**src/rtl/rxq_pkg.sv**
```systemverilog
package rxq_pkg;
   // Status byte bit positions (host software decodes these)
   localparam int ST_FULL  = 7;
   localparam int ST_NEMP  = 6;
   localparam int ST_LEVEL = 5;
   localparam int ST_OVR   = 4;
   localparam int ST_RSVD  = 3;
   localparam int ST_PRDY  = 2;
   localparam int ST_CRCOK = 1;
   localparam int ST_LBAT  = 0;

   typedef struct packed {
      logic ovr;
      logic prdy;
      logic crcok;
      logic lbat;
   } rxq_flags_t;
endpackage

```
**src/rtl/rxq_store.sv**
```systemverilog
module rxq_store #(
   parameter int DW    = 8,
   parameter int DEPTH = 66,
   localparam int AW   = (DEPTH > 1) ? $clog2(DEPTH) : 1,
   localparam int CW   = $clog2(DEPTH + 1)
) (
   input  logic          clk,
   input  logic          rst_n,
   input  logic          push,
   input  logic          pop,
   input  logic          flush,
   input  logic [DW-1:0] wdata,
   output logic [DW-1:0] head,
   output logic [CW-1:0] count,
   output logic [CW-1:0] count_nxt
);
   logic [DW-1:0] mem [DEPTH];
   logic [AW-1:0] wp, rp, wp_inc, rp_inc;

   // Pointer advance: natural wrap for power-of-two depth, compare otherwise
   generate
      if (DEPTH == (1 << AW)) begin : g_pow2
         assign wp_inc = wp + AW'(1);
         assign rp_inc = rp + AW'(1);
      end else begin : g_odd
         assign wp_inc = (wp == AW'(DEPTH - 1)) ? '0 : wp + AW'(1);
         assign rp_inc = (rp == AW'(DEPTH - 1)) ? '0 : rp + AW'(1);
      end
   endgenerate

   always_comb begin
      if (flush)
         count_nxt = '0;
      else
         count_nxt = count + CW'(push) - CW'(pop);
   end

   always_ff @(posedge clk or negedge rst_n) begin
      if (!rst_n) begin
         wp    <= '0;
         rp    <= '0;
         count <= '0;
      end else begin
         count <= count_nxt;
         if (flush) begin
            wp <= '0;
            rp <= '0;
         end else begin
            if (push) wp <= wp_inc;
            if (pop)  rp <= rp_inc;
         end
      end
   end

   always_ff @(posedge clk) begin
      if (push) mem[wp] <= wdata;
   end

   assign head = mem[rp];
endmodule

```
**src/rtl/rxq_flags.sv**
```systemverilog
module rxq_flags #(
   parameter int CW = 7
) (
   input  logic                clk,
   input  logic                rst_n,
   input  logic                ovr_set,
   input  logic                flush,
   input  logic                prdy_set,
   input  logic                crcok_set,
   input  logic                lbat_set,
   input  logic                lbat_clr,
   input  logic [CW-1:0]       count_nxt,
   output rxq_pkg::rxq_flags_t flags
);
   logic drains;
   assign drains = (count_nxt == '0);

   always_ff @(posedge clk or negedge rst_n) begin
      if (!rst_n) begin
         flags <= '0;
      end else begin
         if (flush)        flags.ovr <= 1'b0;
         else if (ovr_set) flags.ovr <= 1'b1;

         flags.prdy  <= (flags.prdy  | prdy_set)  & ~drains;
         flags.crcok <= (flags.crcok | crcok_set) & ~drains;

         if (lbat_set)      flags.lbat <= 1'b1;
         else if (lbat_clr) flags.lbat <= 1'b0;
      end
   end
endmodule

```
**src/rtl/rxq_status_fifo.sv**
```systemverilog
module rxq_status_fifo #(
   parameter int DW    = 8,
   parameter int DEPTH = 66,
   localparam int CW   = $clog2(DEPTH + 1)
) (
   input  logic          clk,
   input  logic          rst_n,
   input  logic          sleep_i,
   input  logic          rx_mode_i,
   input  logic          wr_en_i,
   input  logic [DW-1:0] wr_data_i,
   input  logic          rd_en_i,
   output logic [DW-1:0] rd_data_o,
   input  logic [CW-1:0] level_thr_i,
   input  logic          payload_end_i,
   input  logic          crc_good_i,
   input  logic          crc_en_i,
   input  logic          autoclr_off_i,
   input  logic          lowbat_evt_i,
   input  logic          clr_wr_i,
   input  logic [7:0]    clr_data_i,
   output logic [7:0]    status_o
);
   import rxq_pkg::*;

   generate
      if (DEPTH < 2) begin : g_bad_depth
         $error("rxq_status_fifo: DEPTH must be at least 2");
      end
      if (DW < 1) begin : g_bad_width
         $error("rxq_status_fifo: DW must be at least 1");
      end
   endgenerate

   logic [CW-1:0] count, count_nxt;
   logic [DW-1:0] head;
   logic          full, empty, flush, push, pop;
   rxq_flags_t    flags;

   assign full  = (count == CW'(DEPTH));
   assign empty = (count == '0);
   assign flush = clr_wr_i & clr_data_i[ST_OVR];
   assign push  = wr_en_i & ~full & ~flush;
   assign pop   = rd_en_i & ~empty & ~flush;

   rxq_store #(.DW(DW), .DEPTH(DEPTH)) u_store (
      .clk       (clk),
      .rst_n     (rst_n),
      .push      (push),
      .pop       (pop),
      .flush     (flush),
      .wdata     (wr_data_i),
      .head      (head),
      .count     (count),
      .count_nxt (count_nxt)
   );

   logic payload_evt;
   assign payload_evt = rx_mode_i & payload_end_i;

   rxq_flags #(.CW(CW)) u_flags (
      .clk       (clk),
      .rst_n     (rst_n),
      .ovr_set   (wr_en_i & full & ~sleep_i),
      .flush     (flush),
      .prdy_set  (payload_evt & (~crc_en_i | autoclr_off_i | crc_good_i)),
      .crcok_set (payload_evt & crc_good_i),
      .lbat_set  (lowbat_evt_i),
      .lbat_clr  (clr_wr_i & clr_data_i[ST_LBAT]),
      .count_nxt (count_nxt),
      .flags     (flags)
   );

   assign rd_data_o = empty ? '0 : head;

   always_comb begin
      status_o           = '0;
      status_o[ST_FULL]  = full;
      status_o[ST_NEMP]  = ~empty;
      status_o[ST_LEVEL] = (count > level_thr_i);
      status_o[ST_OVR]   = flags.ovr;
      status_o[ST_RSVD]  = 1'b0;
      status_o[ST_PRDY]  = flags.prdy;
      status_o[ST_CRCOK] = flags.crcok;
      status_o[ST_LBAT]  = flags.lbat;
   end
endmodule

```
**config.mk**
```make
export PLATFORM = sky130hd
export DESIGN_NAME = rxq_status_fifo
export DESIGN_NICKNAME = d
export VERILOG_FILES = /design/src/rtl/rxq_pkg.sv /design/src/rtl/rxq_store.sv /design/src/rtl/rxq_flags.sv /design/src/rtl/rxq_status_fifo.sv
export SDC_FILE = /design/constraint.sdc
export NUM_CORES = 1
export LEC_CHECK = 0
export BUFFER_PORTS_ARGS = -buffer_cell sky130_fd_sc_hd__buf_2
export CORE_ASPECT_RATIO = 0.7
export CORE_UTILIZATION = 56
export CTS_CLUSTER_DIAMETER = 150
export CTS_CLUSTER_SIZE = 25
export DETAILED_ROUTE_END_ITERATION = 8
export PLACE_DENSITY = 0.72
export SYNTH_ARGS = -nofsm -noshare
export SYNTH_HDL_FRONTEND = slang
export SYNTH_SLANG_ARGS = --single-unit
```
**constraint.sdc**
```tcl
create_clock -name clk -period 2.8 [get_ports clk]
set_clock_uncertainty 0.05 [all_clocks]
set_input_delay 0.28 -clock clk [delete_from_list [all_inputs] [get_ports clk]]
set_output_delay 0.28 -clock clk [all_outputs]
set_load 0.05 [all_outputs]
```
* Word-level counts from Yosys, hierarchy flattened
Memory sizes are Yosys's and may differ from the RTL's. Index checks and enable logic that the tools add are counted.
Storage, ports and cells: word-level logic and storage cells 59, memories kept 1, input bits 35, bits in registers 25, RAM bits 528
Memories:
- u_store.mem | words 66, width 8, read ports 1, clocked after Yosys merged registers in 0, write ports 1, line rxq_store.sv:17 | logic [DW-1:0] mem [DEPTH];
Cells by class: eq/ne operators 3, bitwise gates (word level) 23, reductions and logical operators 6, order comparisons 1, add/sub/neg operators 4, mux-type cells 14
Operators by type and width (count):
- $mux W7 | 7
- $eq A7 B7 Y1 const B | 3
- $add A7 B1 Y7 const B | 2
- $logic_not A7 Y1 | 2
- $and A1 B1 Y1 | 13
- $mux W8 | 1
- $reduce_bool A2 Y1 | 4
- $add A7 B1 Y7 | 1
- $gt A7 B7 Y1 | 1
- $sub A7 B1 Y7 | 1
- $mux W1 | 6
- $not A1 Y1 | 6
- $or A1 B1 Y1 | 4

* Longest topological paths before layout
depth in word-level cells 10, mapped depth 14, gate-level depth less buffers 14

* By module
A second synthesis with hierarchy kept.
Second synthesis, totals: cell total of the unflattened synthesis 1231, area, all modules 22589.2 um^2
By module, submodules not included:
- rxq_store | area each 22102.4 um^2, instances 1, cells an instance 1167
- rxq_status_fifo | area each 332.8 um^2, instances 1, cells an instance 50
- rxq_flags | area each 153.9 um^2, instances 1, cells an instance 14

* Worst setup path after synthesis
Ideal clock, no wire load.
path kind reg2reg, start point reg u_store.count[2], end point reg, netlist name u_flags.flags[1], path slack -0.607 ns, cell stages (with the launch flop) 15, period minus slack after synthesis 3.407 ns, data arrival time 3.217 ns, path buffers 0, cells stage by stage dfrtp_1 > inv_1 > ha_1 > and3b_1 > nand2_1 > and3_1 > ha_1 > inv_1 > ha_1 > fa_1 > a21oi_1 > o21bai_1 > and4_1 > nor3_1 > a31oi_1
RTL lines:
- from (decl) | line rxq_store.sv:14 | output logic [CW-1:0] count,
- from (signal assigned) | line rxq_store.sv:44 | count <= count_nxt;
- $logic_not A7 Y1 | line rxq_status_fifo.sv:41 | assign empty = (count == '0);
- $not A1 Y1
- named net status_o[6] | line rxq_status_fifo.sv:22 | output logic [7:0] status_o
- $and A1 B1 Y1 (2 in series) | line rxq_status_fifo.sv:44 | assign pop = rd_en_i & ~empty & ~flush;
- $sub A7 B1 Y7 | line rxq_store.sv:35 | count_nxt = count + CW'(push) - CW'(pop);
- $mux W7 | line rxq_store.sv:32 | if (flush)
- $logic_not A7 Y1 | line rxq_flags.sv:16 | assign drains = (count_nxt == '0);
- $not A1 Y1 | line rxq_flags.sv:26 | flags.crcok <= (flags.crcok | crcok_set) & ~drains;
- $and A1 B1 Y1 | line rxq_flags.sv:26
The timed path passes the listed nets, and every way through them passes these cells. A chain may end at the register's enable or synchronous reset.

* Worst setup path after layout
start point reg u_store.rp[0], end point out rd_data_o[5]
Between the ends: longest elaborated chain between the ends 2
RTL lines:
- from (decl) | line rxq_store.sv:18 | logic [AW-1:0] wp, rp, wp_inc, rp_inc;
- from (signal assigned) | line rxq_store.sv:50 | if (pop) rp <= rp_inc;
- $mem_v2 Z66 W8
- $mux W8 | line rxq_status_fifo.sv:74 | assign rd_data_o = empty ? '0 : head;
- to (decl) | line rxq_status_fifo.sv:13 | output logic [DW-1:0] rd_data_o,
No other way between the ends.

==> run_results.csv <==
group,metric,value,unit
synthesis,synth_cell_type_count,58,
global_route,grt_pass1_wl,76.3,mm
sta,final_min_period_over_clock_period,1.22,
global_route,largest_net_degree_at_the_start_of_global_routing,67,
cells_and_area,final_net_count,1424,
cells_and_area,final_instance_area,0.0256,sq mm
cts,numClockSinks,553,
min_path,min-delay-path-class,"input port to register",
synthesis,library_cell_with_the_largest_summed_area_after_synthesis,"edfxtp_1",
die,core_area,0.0387,sq mm
detailed_routing,detailedRoute.firstIterationViolations,1529,
pwr,power.combinational.fraction,0.318,
pwr,clock_power_share,0.212,
global_route,grt_util_all_layers,0.261,
sta,min_period,3.43,ns
sta,finalHoldViolCount,0,
cts,cts-buffers-inserted,26,
detailed_routing,via_per_inst,6.35,
pwr,sequentialPowerShare,0.470,
sta,fin_hold_ws,0.0473,ns
die,floorplan.rows,60,
critical_path,crit_path_max_fanout,7,
synthesis,syn_nets,1214,
synthesis,synthArstFlopShare,0.0452,
synthesis,syn-cell-area,0.0222,sq mm
status,failed_checks,"negative setup slack",
synthesis,synth-warning-count,0,
cells_and_area,insertedDiodeCount,0,
die,initial_utilization,0.573,
pwr,power.net_switching,5950,uW
detailed_routing,firstDrtPassIters,5,
detailed_routing,wl,51.7,mm
sta,final-max-slew-violation-count,0,
global_route,antenna_found_initial,0,
sta,final_critical_path_setup_slack,-0.626,ns
cells_and_area,most-common-layout-cells,"edfxtp_1, buf_4, mux4_2",
sta,setup_viol,10,
cells_and_area,share_of_final_layout_standard_cells_stronger_than_drive_strength_1,0.326,
cts,cts-root-buf,"clkbuf_16",
global_route,number_of_global_route_vias_before_repair,11687,
critical_path,timing.critical_path.arrival,3.10,ns
synthesis,synth_ff_type,"edfxtp_1",
sta,relSlewSlack,0.476,
synthesis,ys_seq_area_frac,0.743,
synthesis,ys_seq_elements,553,
cts,latest_clock_arrival_within_the_worst_skew_pair,0.60,ns
die,count_of_pins_on_the_block_boundary,51,
synthesis,synth_enable_flop_cells,528,
critical_path,required_time_worst_endpoint,2.47,ns
place,place.gp.congestion,0.929,
status,run_status,"complete, but fails checks",
critical_path,worst_setup_path_end_kind,"output pin",
sta,grt_setup_unrepaired,"true",
critical_path,timing.critical_path.from_type,"register",
sta,worst-slew-pin-transition,0.785,ns
place,io_buffers,43,
detailed_routing,vias,12101,
cts,worst_setup_hold_path_clk_slew,0.10,ns
pwr,cellPowerDensity,774,mW/mm^2
pwr,power.internal,13900,uW
cts,tritoncts,"done",
cells_and_area,fin_util,0.661,
synthesis,biggest_area_contributors_in_the_synthesized_netlist,"edfxtp_1, mux4_2, dfrtp_1",
die,dieWidth,240,um
synthesis,synth_area_per_cell,19.2,sq um
global_route,globalRoute.totalOverflow,0,
place,dp_hpwl,33.5,mm
pwr,sw_frac_of_total,0.300,
synthesis,synthDominantCellAreaShare,0.715,
detailed_routing,drt_drc_violations_left,0,
detailed_routing,detail-route-antenna-nets,0,
place,placedInstanceArea,0.0244,sq mm
detailed_routing,drt-wirelength-per-cell,27.2,um
die,die_area,0.0404,sq mm
critical_path,critPathKind,"register to output pin",
pwr,max-vdd-ir-drop,0.438,mV
sta,max_freq,292,MHz
cts,maximum_level_of_the_cts_h_tree,1,
cells_and_area,leading_cell_type_in_the_layout_fill_and_taps_excluded,"edfxtp_1",
pwr,power_leakage,0.00850,uW
cts,cts-root-to-sink-buffers,3,
cells_and_area,syn_to_final_growth,15.5,%
die,die_height,169,um
run,maxCapViolations,0,
place,dpl_worst_slack,-0.186,ns
synthesis,synthesis.instances,1158,
-- logic make-up (layout without fill, tap and decap cells) --
logic type | Yosys count | after routing | share of synthesized area
AO/OA/AOI/OAI | 136 | 136 | 0.0425
flip-flops | 553 | 553 | 0.743
other | 1 | 1 | 0.000169
buffers and inverters | 89 | 309 | 0.0184
AND/OR/NAND/NOR | 191 | 191 | 0.0409
adder cells (fa/ha/maj) | 21 | 21 | 0.0122
XOR/XNOR | 7 | 7 | 0.00276
multiplexers | 160 | 160 | 0.140
-- final cells by class --
| class | instances | area, sq um |
|---|---|---|
| repair buffers | 244 | 2080 |
| well taps | 527 | 659 |
| multi-input cells | 516 | 5550 |
| fillers | 2609 | 13100 |
| clock inverters | 1 | 30.0 |
| inverters | 27 | 101 |
| flip-flops and latches | 553 | 16500 |
| clock buffers | 37 | 713 |
-- worst max-delay path: stages, from the launching register on --
cell and delay [ns]:
dfrtp_4 0.53, buf_8 0.17, buf_16 0.15, mux4_2 0.53, a22oi_2 0.19, buf_4 0.16, a21oi_1 0.08, o21ai_1 0.21
buf_4 0.15, o221ai_2 0.13, buf_6 0.19
-- Yosys cell counts, types with 20 or more instances --
| cell type | instances |
|---|---|
| inv_1 | 27 |
| edfxtp_1 | 528 |
| ha_1 | 20 |
| mux2i_1 | 30 |
| clkbuf_1 | 31 |
| a22oi_1 | 31 |
| mux4_2 | 120 |
| a21oi_1 | 20 |
| o21ai_0 | 20 |
| nand2_1 | 38 |
| dfrtp_1 | 25 |
| nor2_1 | 80 |
-- state kept, by name, summed over array words and instances, names as in the netlist --
name           cells
u_store.rp         7
u_store.wp         7
u_store.count      7
u_flags.flags      4
u_store.mem      528
-- stage by stage --
stage	cells	power, uW	TNS [ns]
floorplan	1158	13000	-0.140
global placement	1847	15100	-0.379
detailed placement	1847	15200	-0.779
CTS	1898	19600	-4.83
global route	1905	20600	-5.97
finish	1905	19800	-4.81
-- routing by layer --
layer / GRT usage / share of wire / vias up
li1: - / - / 5101
met1: 0.422 / 0.44 / 6316
met2: 0.382 / 0.45 / 619
met3: 0.0421 / 0.10 / 65
met4: 0.0471 / 0.018 / 0
met5: 0 / 0 / -
-- timing repair --
action,in CTS,in global routing
endpoints found under the hold margin,29,0
pin swaps,2,4
hold buffers,9,0
cloned,1,2
buffers inserted,3,5
setup endpoints to repair,18,288
resized for setup,40,34
-- power groups by stage --
stage	Sequential, uW	Combinational (uW)	Clock [uW]
2_1_floorplan	9520	3510	0
3_3_place_gp	9490	5620	0
3_5_place_dp	9500	5720	0
4_1_cts	9310	6010	4290
5_1_grt	9340	6660	4560
6_report	9320	6300	4210
-- path summary, 6_finish.rpt --
path	startpoint	end	slack [ns]	depth (start not counted)
setup reg to reg	u_store.count[5]	u_flags.flags[1]	-0.08	14
min in group asynchronous	rst_n	u_store.wp[1]	0.18	2
hold / removal	rd_en_i	u_store.rp[3]	0.05	4
setup / recovery	u_store.rp[0]	rd_data_o[5]	-0.63	10
hold reg to reg	u_store.wp[5]	u_store.wp[5]	0.61	1
max in group asynchronous	rst_n	u_store.rp[1]	2.05	2
Power figures use the tool's default switching activity.
